`src/rtl/tmr_pkg.sv`:
```
package tmr_pkg;
    localparam int STATE_W = 3;
    localparam int OUT_W   = 3;
    localparam int N_COPY  = 3;

    localparam logic [STATE_W-1:0] ST_IDLE = 3'b000;
    localparam logic [STATE_W-1:0] ST_WCFG = 3'b001;
    localparam logic [STATE_W-1:0] ST_DIG  = 3'b011;
    localparam logic [STATE_W-1:0] ST_RUN  = 3'b111;

    localparam int O_CFG = 0;
    localparam int O_DIG = 1;
    localparam int O_ANA = 2;

    typedef struct packed {
        logic [STATE_W-1:0] state;
        logic [OUT_W-1:0]   outs;
        logic               mism;
    } seq_reg_t;
endpackage

```
`src/rtl/tmr_vote.sv`:
```
module tmr_vote #(
    parameter int W = 3
) (
    input  logic [W-1:0] a,
    input  logic [W-1:0] b,
    input  logic [W-1:0] c,
    output logic [W-1:0] y,
    output logic         differ
);
    always_comb begin
        y      = (a & b) | (a & c) | (b & c);
        differ = (a != y) || (b != y) || (c != y);
    end
endmodule

```
`src/rtl/tmr_seq_copy.sv`:
```
module tmr_seq_copy
    import tmr_pkg::*;
(
    input  logic [STATE_W-1:0] cur,
    input  logic               cfg_done,
    input  logic               pd_dig,
    input  logic               pd_ana,
    input  logic [STATE_W-1:0] st_flip,
    input  logic [OUT_W-1:0]   out_flip,
    output logic [STATE_W-1:0] nxt,
    output logic [OUT_W-1:0]   outs
);
    logic [STATE_W-1:0] clean;
    logic [OUT_W-1:0]   clean_out;

    always_comb begin
        case (cur)
            ST_IDLE: clean = ST_WCFG;
            ST_WCFG: clean = cfg_done ? ST_DIG : ST_WCFG;
            ST_DIG:  clean = pd_ana ? ST_DIG : ST_RUN;
            ST_RUN:  clean = pd_ana ? ST_DIG : ST_RUN;
            default: clean = ST_IDLE;
        endcase
        if (pd_dig) begin
            clean = ST_IDLE;
        end

        clean_out        = '0;
        clean_out[O_CFG] = (clean == ST_WCFG);
        clean_out[O_DIG] = (clean == ST_DIG) || (clean == ST_RUN);
        clean_out[O_ANA] = (clean == ST_RUN);

        nxt  = clean ^ st_flip;
        outs = clean_out ^ out_flip;
    end
endmodule

```
`src/rtl/tmr_pwr_seq.sv`:
```
module tmr_pwr_seq
    import tmr_pkg::*;
(
    input  logic               clk,
    input  logic               rst_n,
    input  logic               cfg_done,
    input  logic               pd_dig,
    input  logic               pd_ana,
    input  logic [N_COPY-1:0]  inj_sel,
    input  logic [STATE_W-1:0] inj_state_mask,
    input  logic [OUT_W-1:0]   inj_out_mask,
    output logic [STATE_W-1:0] state,
    output logic               cfg_req,
    output logic               dig_en,
    output logic               ana_en,
    output logic               mismatch
);
    seq_reg_t r_d, r_q;

    logic [STATE_W-1:0] cand_st  [N_COPY];
    logic [OUT_W-1:0]   cand_out [N_COPY];
    logic [STATE_W-1:0] voted_st;
    logic [OUT_W-1:0]   voted_out;
    logic               st_differ;
    logic               out_differ;

    for (genvar g = 0; g < N_COPY; g++) begin : g_copy
        tmr_seq_copy u_copy (
            .cur      (r_q.state),
            .cfg_done (cfg_done),
            .pd_dig   (pd_dig),
            .pd_ana   (pd_ana),
            .st_flip  (inj_sel[g] ? inj_state_mask : '0),
            .out_flip (inj_sel[g] ? inj_out_mask : '0),
            .nxt      (cand_st[g]),
            .outs     (cand_out[g])
        );
    end

    tmr_vote #(.W(STATE_W)) u_vote_st (
        .a      (cand_st[0]),
        .b      (cand_st[1]),
        .c      (cand_st[2]),
        .y      (voted_st),
        .differ (st_differ)
    );

    tmr_vote #(.W(OUT_W)) u_vote_out (
        .a      (cand_out[0]),
        .b      (cand_out[1]),
        .c      (cand_out[2]),
        .y      (voted_out),
        .differ (out_differ)
    );

    always_comb begin
        r_d       = r_q;
        r_d.state = voted_st;
        r_d.outs  = voted_out;
        r_d.mism  = st_differ || out_differ;
        if (!rst_n) begin
            r_d.state = ST_IDLE;
            r_d.outs  = '0;
            r_d.mism  = 1'b0;
        end
    end

    always_ff @(posedge clk) begin
        r_q <= r_d;
    end

    assign state    = r_q.state;
    assign cfg_req  = r_q.outs[O_CFG];
    assign dig_en   = r_q.outs[O_DIG];
    assign ana_en   = r_q.outs[O_ANA];
    assign mismatch = r_q.mism;
endmodule

```
`config.mk`:
```
export PLATFORM = sky130hd
export DESIGN_NAME = tmr_pwr_seq
export DESIGN_NICKNAME = d
export VERILOG_FILES = /design/src/rtl/tmr_pkg.sv /design/src/rtl/tmr_vote.sv /design/src/rtl/tmr_seq_copy.sv /design/src/rtl/tmr_pwr_seq.sv
export SDC_FILE = /design/constraint.sdc
export NUM_CORES = 1
export LEC_CHECK = 0
export ABC_CLOCK_PERIOD_IN_PS = 3200
export BUFFER_PORTS_ARGS = -buffer_cell sky130_fd_sc_hd__buf_2
export CORE_AREA = 3 3 40 42
export DETAILED_ROUTE_END_ITERATION = 16
export DIE_AREA = 0 0 43 45
export GPL_TIMING_DRIVEN = 0
export HOLD_SLACK_MARGIN = 0.05
export SYNTH_ARGS = -nofsm -noshare
export SYNTH_HDL_FRONTEND = slang
export SYNTH_SLANG_ARGS = --single-unit
export TNS_END_PERCENT = 30
```
`constraint.sdc`:
```
create_clock -name clk -period 3.2 [get_ports clk]
set_input_delay 0.32 -clock clk [delete_from_list [all_inputs] [get_ports clk]]
set_output_delay 0.32 -clock clk [all_outputs]
set_load 0.02 [all_outputs]
```
After elaboration in Yosys (flattened, before gate mapping)
Index checks and enable logic that the tools add are counted.
{ "totals": {"in_bits": 14, "mem_count": 0, "ff_bits": 7, "mem_bits_ro": 0, "output_inout_bits": 7, "latchBits": 0, "mem_bits_rw": 0, "word_cells": 49} }
{ "classes": {"n_mul": 0, "n_shift": 0, "mux": 10, "bitwise": 16, "addsub": 0, "order_cmp": 0, "eq_ne": 12, "reduce_logical": 8, "div_mod_pow": 0} }
{ "ops": {"columns": ["operator", "n"], "rows": [
  ["$mux 3", 8],
  ["$and 3x3->3", 6],
  ["$ne 3x3->1", 6],
  ["$xor 3x3->3", 6],
  ["$or 3x3->3", 4],
  ["$pmux 3 s3", 1],
  ["$eq 3x1->1 const B", 2],
  ["$eq 3x2->1 const B", 2],
  ["$eq 3x3->1 const B", 2],
  ["$logic_or 1x1->1", 6],
  ["$logic_not 3->1", 1],
  ["$mux 2", 1],
  ["$reduce_or 2->1", 1]
]} }

Depth between registers and ports, before layout
Gate-level depths: netlist of run 1.
{ "depth": {"word_depth": 14, "ltp_mapped": 4, "depth_no_buf": 4} }

Modules after synthesis
Synthesis of run 1 repeated with hierarchy kept, for this count alone.
{ "unflattened": {"cells_unflattened": 96, "area_unflattened_um2": 769.5} }
{ "by_module_without_submodules": {"columns": ["mod", "instances", "area_each_um2", "seq_area_each_um2", "cells_per_inst"], "rows": [
  ["tmr_seq_copy", 3, 106.4, 0.0, 14],
  ["tmr_pwr_seq", 1, 297.8, 140.1, 32],
  ["tmr_vote", 2, 76.3, 0.0, 11]
]} }

Worst setup path before layout of run 1
Ideal clock, no wire load.
{ "synth_path": {"path_type": "reg-to-reg", "start": "reg r_q, in the netlist state[0]", "end": "reg r_q, in the netlist dig_en", "stages_incl_launch_ff": 5, "t_arrival_ps": 1115, "period_less_slack_ps": 1230, "required_ps": 3085, "path_buffers": 0, "setup_slack_ps": 1970, "path_cell_list": "dfxtp_1 -> nor2b_1 -> o21ai_1 -> xor2_1 -> and2_1"} }
{ "synth_via": {"elab_chain_len": 10, "elab_cells_between_ends": 18, "classes_between": "5 x eq/ne; 2 x mux; 8 x bitwise; 3 x reduce/logical"} }
{ "synth_lines": {"columns": ["item", "line_no", "text"], "rows": [
  ["from (decl)", "tmr_pwr_seq.sv:18", "seq_reg_t r_d, r_q;"],
  ["from (signal assigned)", "tmr_pwr_seq.sv:69", "r_q <= r_d;"],
  ["$eq 3x2->1 / $eq 3x3->1 (equally long branches)", "tmr_seq_copy.sv:17", "case (cur)"],
  ["$reduce_or 2->1 (no line)", null, null],
  ["$pmux 3 s3 (*)", "tmr_seq_copy.sv:17", null],
  ["$mux 3 (*)", "tmr_seq_copy.sv:24", "if (pd_dig) begin"],
  ["$eq 3x2->1 / $eq 3x3->1 (equally long branches)", "tmr_seq_copy.sv:30", "clean_out[O_DIG] = (clean == ST_DIG) || (clean == ST_RUN);"],
  ["$logic_or 1x1->1 (*)", "tmr_seq_copy.sv:30", null],
  ["$xor 3x3->3", "tmr_seq_copy.sv:34", "outs = clean_out ^ out_flip;"],
  ["$and 3x3->3", "tmr_vote.sv:11", "y = (a & b) | (a & c) | (b & c);"],
  ["$or 3x3->3", "tmr_vote.sv:11", null],
  ["$or 3x3->3 (*)", "tmr_vote.sv:11", null]
]} }
Mark *: on every way between the ends. The rest lies on a longest branch, timed or not.
A chain may end at the register's enable or synchronous reset.

Worst setup path in the final report of run 1
{ "layout_path": {"start": "reg r_q, in the netlist state[0]", "end": "reg r_q, in the netlist state[1]"} }
{ "layout_via": {"elab_chain_len": 8, "elab_cells_between_ends": 15, "classes_between": "3 x eq/ne; 2 x mux; 8 x bitwise; 2 x reduce/logical"} }
{ "layout_lines": {"columns": ["item", "line_no", "text"], "rows": [
  ["$eq 3x2->1 / $eq 3x3->1 (equally long branches)", "tmr_seq_copy.sv:17", null],
  ["$reduce_or 2->1 (no line)", null, null],
  ["$pmux 3 s3 (*)", "tmr_seq_copy.sv:17", null],
  ["$mux 3 (*)", "tmr_seq_copy.sv:24", null],
  ["$xor 3x3->3", "tmr_seq_copy.sv:33", "nxt = clean ^ st_flip;"],
  ["$and 3x3->3", "tmr_vote.sv:11", null],
  ["$or 3x3->3", "tmr_vote.sv:11", null],
  ["$or 3x3->3 (*)", "tmr_vote.sv:11", null]
]} }
Marks and branches as above.

==> results of run 1 <==
==> critical path, delay by kind of cell, from the launching register on <==
| kind | cells | cell delay, ns |
|---|---|---|
| AND/OR/NAND/NOR | 2 | 0.39 |
| flip-flops | 1 | 0.37 |
| AO/OA/AOI/OAI | 1 | 0.15 |
| XOR/XNOR | 1 | 0.18 |
==> final cells by class <==
| cell class | count | area [sq um] |
|---|---|---|
| Multi-Input combinational cell | 41 | 274 |
| Timing Repair Buffer | 20 | 100 |
| Fill cell | 148 | 726 |
| Clock buffer | 4 | 26.3 |
| Sequential cell | 7 | 140 |
| Tap cell | 15 | 18.8 |
==> placed cells by master (no fill, tap or decap) <==
| master | n |
|---|---|
| buf_2 | 20 |
| clkbuf_1 | 1 |
| xor2_1 | 2 |
| nand4b_1 | 1 |
| nand2_2 | 4 |
| nor3_1 | 3 |
| a21oi_1 | 1 |
| nand3b_1 | 1 |
| o311ai_0 | 1 |
| mux2i_1 | 2 |
| maj3_4 | 1 |
| o31ai_1 | 1 |
| nand2b_1 | 1 |
| nor2_1 | 1 |
| clkbuf_4 | 3 |
| xnor2_1 | 2 |
| and2_1 | 4 |
| nor2b_1 | 3 |
| or2_1 | 1 |
| a31oi_1 | 1 |
| o21ai_1 | 2 |
| dfxtp_1 | 7 |
| a211oi_2 | 1 |
| and3_1 | 1 |
| o22ai_1 | 1 |
| nand2_1 | 5 |
| o21bai_1 | 1 |
==> metal layers <==
metal | vias to the layer above | wire length (um)
met3 | 0 | 84
met4 | 0 | 0
met1 | 194 | 397
met5 | - | 0
li1 | 220 | -
met2 | 14 | 405
==> logic make-up after synthesis <==
group           after synthesis  share of synthesized area (%)
fa+ha+maj                     1                           3.32
compound gates                9                           15.4
xor+xnor                      4                           8.46
simple gates                 25                           34.1
flops                         7                           33.8
mux                           2                           4.83
==> power breakdown <==
part / switching (mW) / total, mW / internal (mW)
clock network: 0.0308 / 0.0783 / 0.0475
registers: 0.00386 / 0.0984 / 0.0946
logic: 0.0329 / 0.0606 / 0.0278
==> worst max path at each step <==
stage	depth (start not counted)	startpoint	to	slack (ns)
after floorplan	4	state[0]	dig_en	1.97
after global placement	5	inj_sel[0]	state[0]	1.95
after detailed placement	5	inj_sel[2]	state[0]	1.94
after CTS	4	state[0]	dig_en	2.00
after global routing	4	state[0]	dig_en	1.89
final	4	state[0]	state[1]	2.00
==> through the flow <==
| stage | area, sq um | utilization, % | power, mW |
|---|---|---|---|
| global placement | 533 | 41.5 | 0.161 |
| finish | 559 | 43.5 | 0.237 |
| CTS | 559 | 43.5 | 0.242 |
| global route | 559 | 43.5 | 0.253 |
| detailed placement | 533 | 41.5 | 0.162 |
| floorplan | 414 | - | 0.137 |
==> sequential cells by signal, summed over array words and instances, names as in the netlist <==
signal	count
ana_en	1
mismatch	1
state	3
cfg_req	1
dig_en	1
==> summary.txt, run 1 <==
Outcome - completed
Initial Util - 32.2%
Worst reg-to-reg path cell count - 4
Via density - 4.92
Final #Nets - 87
Clk_lat worst skew - 0.25 ns
Hold path depth - 3
Total track usage - 10.3%
Drt drc - 0
Leading area contributor after synthesis - dfxtp_1
Fin worst setup slack - 2.00 ns
Area delta synth->final - 35.0%
Cells after DPL - 83
Gr ovfl total - 0
Die Width - 43 um
Io pins - 21
M2 GR Usage - 16.5%
Peak VDD IR - 0.000271 V
Setup CP Type - reg2reg
CTS Root Cell - clkbuf_4
Fmax - 836 MHz
Setup clock skew after layout - 0.0000930 ns
Max-slew violation count - 0
Share of cells above drive strength 1 - 40.3%
Netlist Area Pre-Place - 414 sq um
Worst path cell trace - nor2b_1, o21ai_1, xor2_1, and2_1
DRT iter0 DRCs - 3
Max_cap viols - 0
Clock Sinks - 7
Min Hold Slack - 0.353 ns
Ys flop type - dfxtp_1
Worst Hold Class - in2reg
M1 GR Usage - 12.1%
First-pass GRT wire length - 1480 um
I/O Buffers - 20
Largest net degree at the start of global routing - 10
R2r endpoint - state[1]
CTS Buffer Depth - 2
Sequential share of the synthesized area - 33.8%
Core ar. - 0.00128 sq mm
Req. time, crit path - 3.34 ns
Final setup TNS - 0 ns
Pre-CTS setup slack - 1.94 ns
Die area - 0.00194 sq mm
Post-CTS Setup Inserts - 0
Critical Path End Type - flop
Synth area leaders - dfxtp_1, and2_1, nand2_2
Wirelength, routed - 887 um
Synth warn - 0
RSZ-0062 raised after global routing - no
Hold_sp - inj_out_mask[0]
Gpl congestion - 0.736
Number of buffers created by CTS - 3
Crit path largest cell delay - 0.37 ns
Cell variety after synth - 24
Die Y - 45 um
Flop2flop setup slack - 2.00 ns
CTS tree - built
Mean Syn Cell Area - 8.63 sq um
Antenna Cells - 0
CP Launch Type - flop
Synth Register Bits - 7
Slew headroom - 80.0%
Power density over the cells - 424 mW/mm^2
Post-synthesis async set-or-reset flop share - 0%
Initial antenna violation count - 0
CP max stage cell - dfxtp_1
Site Rows - 13
Final Critical Period - 1.20 ns
CP max FO - 4
Via count - 428
Worst path arrival time - 1.34 ns
Slew @ Worst Pin - 0.296 ns
Commonest cells post-synth - dfxtp_1, nand2_1, and2_1, nand2_2
Resize count post-CTS - 0
Final std cells w/o fill - 87
Post-synth EDFFs - 0
Clock-pin slew on the worst setup and hold paths - 0.05 ns
GRT busiest layer - met2
Final critical-path share of the clock period - 37.4%
Final hold vios - 0
Cells after Synth - 48
# hold bufs at CTS - 0
Syn Nets - 62
Post-route antenna net violation count - 0
Most common cell in the netlist - dfxtp_1
Setup violations, final - 0
Leakage - 0.261 nW
Yosys top cell area share - 33.8%
Wire per inst - 10.2 um
Pre-antenna DRT Iters - 4
R2R Path Start - state[0]
DP HPWL - 734 um
WHS Endpoint - mismatch
Met3 Use GR - 6.37%
Number of global-route vias before repair - 384
CTS H-Tree Depth - 1
No activity file was read; power rests on OpenSTA's default activity.
==> run 2, diff against run 1 <==
ABC_CLOCK_PERIOD_IN_PS = 1250   (was 3200)
clock period = 1.25 ns   (was 3.2 ns; I/O delays follow)
==> summary.txt, run 2 (synthesis gave the netlist of run 1 again) <==
Outcome - completed
Clock-pin slew on the worst setup and hold paths - 0.05 ns (about the same)
Leakage - 0.261 nW (+0.16%)
Final #Nets - 87 (unchanged)
Wire per inst - 10.2 um (+0.23%)
R2R Path Start - state[1]
Cells after DPL - 83 (unchanged)
Min Hold Slack - 0.159 ns (-0.194 ns)
Worst Setup SP - state[1]
First-pass GRT wire length - 1480 um (unchanged)
Flop2flop setup slack - 0.07 ns (-1.93 ns)
Max-slew violation count - 0 (unchanged)
CTS H-Tree Depth - 1 (unchanged)
Peak VDD IR - 0.000694 V (+160%)
Via count - 426 (-0.47%)
CP Launch Type - flop
Number of global-route vias before repair - 384 (unchanged)
Slew headroom - 80.0% (unchanged)
Fmax - 851 MHz (+1.8%)
Slew @ Worst Pin - 0.296 ns (unchanged)
Worst setup endpoint - cfg_req
Die Width - 43 um (unchanged)
Fin worst setup slack - 0.0750 ns (-1.93 ns)
Worst Hold Class - in2reg
R2r endpoint - cfg_req
Final hold vios - 0 (unchanged)
DP HPWL - 734 um (unchanged)
Post-layout util - 43.7% (+0.19 points)
Number of buffers created by CTS - 3 (unchanged)
Drt drc - 0 (unchanged)
Gpl congestion - 0.736 (unchanged)
Pre-antenna DRT Iters - 4 (unchanged)
Critical Path End Type - flop
Setup CP Type - reg2reg
Total design power - 0.608 mW (+160%)
Setup clock skew after layout - 0.0000812 ns (-0.0000118 ns)
# hold bufs at CTS - 0 (unchanged)
CTS Buffer Depth - 2 (unchanged)
Clk_lat worst skew - 0.24 ns (about the same)
Final std cells w/o fill - 87 (unchanged)
Max_cap viols - 0 (unchanged)
Initial antenna violation count - 0 (unchanged)
Largest register FFs - 3 (unchanged)
Final Critical Period - 1.18 ns (-0.0212 ns)
Setup violations, final - 0 (unchanged)
Placed Area - 533 sq um (unchanged)
Total track usage - 10.3% (unchanged)
CTS Root Cell - clkbuf_4
Req. time, crit path - 1.39 ns (-1.95 ns)
Final setup TNS - 0 ns (unchanged)
Die area - 0.00194 sq mm (unchanged)
Gr ovfl total - 0 (unchanged)
Wirelength, routed - 889 um (+0.23%)
Share of cells above drive strength 1 - 41.7% (+1.4 points)
Post-route antenna net violation count - 0 (unchanged)
DRT iter0 DRCs - 2 (-1)
Most frequent cells in the layout - buf_2, dfxtp_1, nand2_1
Final critical-path share of the clock period - 94.0% (+57 points)
I/O Buffers - 20 (unchanged)
Site Rows - 13 (unchanged)
Area delta synth->final - 35.6%
Antenna Cells - 0 (unchanged)
CTS tree - built
CP max FO - 6 (+2)
Clock Sinks - 7 (unchanged)
Commonest non-fill, non-tap cell in the layout - buf_2
Worst reg-to-reg path cell count - 4 (unchanged)
Fill cell count - 147 (-0.68%)
Largest net degree at the start of global routing - 10 (unchanged)
Core ar. - 0.00128 sq mm (unchanged)
Io pins - 21 (unchanged)
Via density - 4.90 (-0.47%)
Post-CTS Setup Inserts - 0 (unchanged)
Die Y - 45 um (unchanged)
Initial Util - 32.2% (unchanged)
Pre-CTS setup slack - 0.0576 ns (-1.89 ns)
RSZ-0062 raised after global routing - no
Worst path arrival time - 1.32 ns (-0.02 ns)
Post-route cell area - 562 sq um (+0.45%)
Power density over the cells - 1080 mW/mm^2 (+160%)
==> run 2: worst min path at each step <==
stage	depth (start not counted)	endpoint	slack (ns)	from
detailed placement	3	mismatch	0.42	inj_out_mask[0]
global route	3	mismatch	0.18	inj_out_mask[0]
global placement	3	mismatch	0.42	inj_out_mask[0]
floorplan	1	cfg_req	0.25	rst_n
CTS	3	mismatch	0.16	inj_out_mask[0]
finish	3	mismatch	0.16	inj_out_mask[0]
==> run 2: timing repair <==
action | 4_1_cts | 5_1_grt
gates resized for setup | 0 | 1
setup endpoints to repair | 0 | 2
hold endpoints to repair | 0 | 0
==> run 2: where the power goes <==
part | internal [mW] | switching [mW] | total (mW)
registers | 0.242 | 0.00999 | 0.252
logic | 0.0718 | 0.0845 | 0.156
clock network | 0.121 | 0.0785 | 0.200
total | 0.435 | 0.173 | 0.608
==> run 2: worst max-delay path, stage by stage, from the launching register on <==
cell and delay [ns]:
dfxtp_1 0.36, or2_1 0.25, a211oi_2 0.23, xnor2_1 0.09
and2_1 0.15
==> run 2: cell type report <==
type,count,area [sq um],area share [%]
Clock buffer,4,26.3,4.68
Multi-Input combinational cell,41,277,49.2
Sequential cell,7,140,24.9
Tap cell,15,18.8,3.34
Timing Repair Buffer,20,100,17.8
==> run 2: layer usage <==
layer / track usage (%) / vias up / wire (um)
met1: 12.1 / 192 / 399
li1: - / 220 / -
met2: 16.5 / 14 / 406
met3: 6.37 / 0 / 84
met5: 0 / - / 0
met4: 1.81 / 0 / 0
==> run 3, diff against run 2 <==
BUFFER_PORTS_ARGS = not set   (was -buffer_cell sky130_fd_sc_hd__buf_2)
DONT_BUFFER_PORTS = 1   (was not set)
==> summary.txt, run 3 (synthesis gave the netlist of run 1 again) <==
Wire per inst - 13.5 um (+33%)
Setup violations, final - 0 (unchanged)
Clock-pin slew on the worst setup and hold paths - 0.05 ns (about the same)
DRT iter0 DRCs - 4 (+2)
RSZ-0062 raised after global routing - no
First-pass GRT wire length - 1450 um (-1.8%)
Sequential standard cell area - 144 sq um (+2.7%)
I/O Buffers - 0 (-100%)
Via count - 364 (-15%)
Largest net degree at the start of global routing - 8 (-2)
Pre-antenna DRT Iters - 4 (unchanged)
CTS Root Cell - clkbuf_4
Final std cells w/o fill - 72 (-17%)
Wirelength, routed - 975 um (+9.7%)
Final critical-path share of the clock period - 92.4% (-1.6 points)
Slew @ Worst Pin - 0.296 ns (-0.000115 ns)
Initial antenna violation count - 0 (unchanged)
Max-slew violation count - 0 (unchanged)
Largest register FFs - 3 (unchanged)
Post-layout util - 40.5% (-3.2 points)
Site Rows - 13 (unchanged)
Gpl congestion - 0.677 (-8.1%)
Max_cap viols - 0 (unchanged)
Share of cells above drive strength 1 - 22.8% (-19 points)
Cells after DPL - 63 (-24%)
Number of buffers created by CTS - 3 (unchanged)
Post-CTS Setup Inserts - 0 (unchanged)
Multi-input logic area - 282 sq um (+1.8%)
Critical Path End Type - flop
Placed Area - 433 sq um (-19%)
Fill cell count - 138 (-6.1%)
Slew headroom - 80.0% (about the same)
Final Critical Period - 1.16 ns (-0.0195 ns)
Setup CP Type - reg2reg
Leakage - 0.200 nW (-24%)
DP HPWL - 673 um (-8.3%)
Post-route cell area - 520 sq um (-7.3%)
CP max FO - 4 (-2)
Most frequent cells in the layout - nand2_1, dlygate4sd3_1, nand2_2, and2_1, dfxtp_1
Final hold vios - 0 (unchanged)
Setup clock skew after layout - 0.00242 ns (+0.00234 ns)
Outcome - completed
Total track usage - 10.6% (+0.25 points)
Worst path arrival time - 1.30 ns (-0.02 ns)
Req. time, crit path - 1.39 ns (about the same)
Die area - 0.00194 sq mm (unchanged)
CTS tree - built
Antenna Cells - 0 (unchanged)
Core ar. - 0.00128 sq mm (unchanged)
Number of global-route vias before repair - 349 (-9.1%)
Area delta synth->final - 25.7%
Gr ovfl total - 0 (unchanged)
Die Width - 43 um (unchanged)
Power density over the cells - 1110 mW/mm^2 (+2.9%)
Initial Util - 32.2% (unchanged)
Clk_lat worst skew - 0.25 ns (about the same)
Clock Sinks - 7 (unchanged)
Via density - 5.06 (+3.2%)
Io pins - 21 (unchanged)
Die Y - 45 um (unchanged)
Drt drc - 0 (unchanged)
Worst Hold Class - in2reg
Final setup TNS - 0 ns (unchanged)
Fmax - 865 MHz (+1.7%)
Peak VDD IR - 0.000614 V (-12%)
Total design power - 0.580 mW (-4.7%)
CP Launch Type - flop
Final #Nets - 72 (-17%)
CTS H-Tree Depth - 1 (unchanged)
CTS Buffer Depth - 2 (unchanged)
Post-route antenna net violation count - 0 (unchanged)
## run 3: routing by layer
metal / global-route usage, % / share of wire, % / up-vias
met5: 0 / 0 / -
met4: 1.81 / 0 / 0
met3: 7.97 / 11 / 0
met2: 17.4 / 49 / 15
met1: 11.1 / 41 / 161
li1: - / - / 188
## run 3: worst paths after layout
check	from	to	slack, ns	depth (start not counted)
max	state[0]	state[1]	0.09	4
max reg2reg	state[0]	state[1]	0.09	4
min	inj_sel[0]	mismatch	0.06	2
min reg2reg	state[1]	state[2]	0.65	2
## run 3: layout make-up
| cell class | instances | share of cell area, % |
|---|---|---|
| Multi-Input combinational cell | 41 | 54.1 |
| Sequential cell | 7 | 27.6 |
| Timing Repair Buffer | 5 | 9.62 |
| Clock buffer | 4 | 5.05 |
| Tap cell | 15 | 3.61 |
## run 3: timing repair
action	in CTS	in global routing
gates resized for setup	3	2
hold endpoints to repair	6	1
cloned	0	0
endpoints found under the setup margin	3	3
pin swaps	0	1
hold buffers	4	1
## run 3: worst max-delay path: stages (launching register included)
cell     delay [ns]
dfxtp_2        0.41
nor2b_4        0.19
o21ai_1        0.11
xor2_1         0.17
and2_1         0.15
## run 3: power breakdown
part	total [mW]	internal (mW)	switching, mW
Sequential	0.280	0.244	0.0357
Combinational	0.0962	0.0581	0.0381
Clock	0.204	0.122	0.0823
Total	0.580	0.424	0.156
## run 3: per-stage QoR
stage	hold slack, ns	worst slack (ns)
4_1_cts	0.0507	0.0101
2_1_floorplan	0.247	0.0198
3_3_place_gp	0.250	-0.0680
5_1_grt	0.0594	0.0328
3_5_place_dp	0.250	-0.0826
6_report	0.0558	0.0945
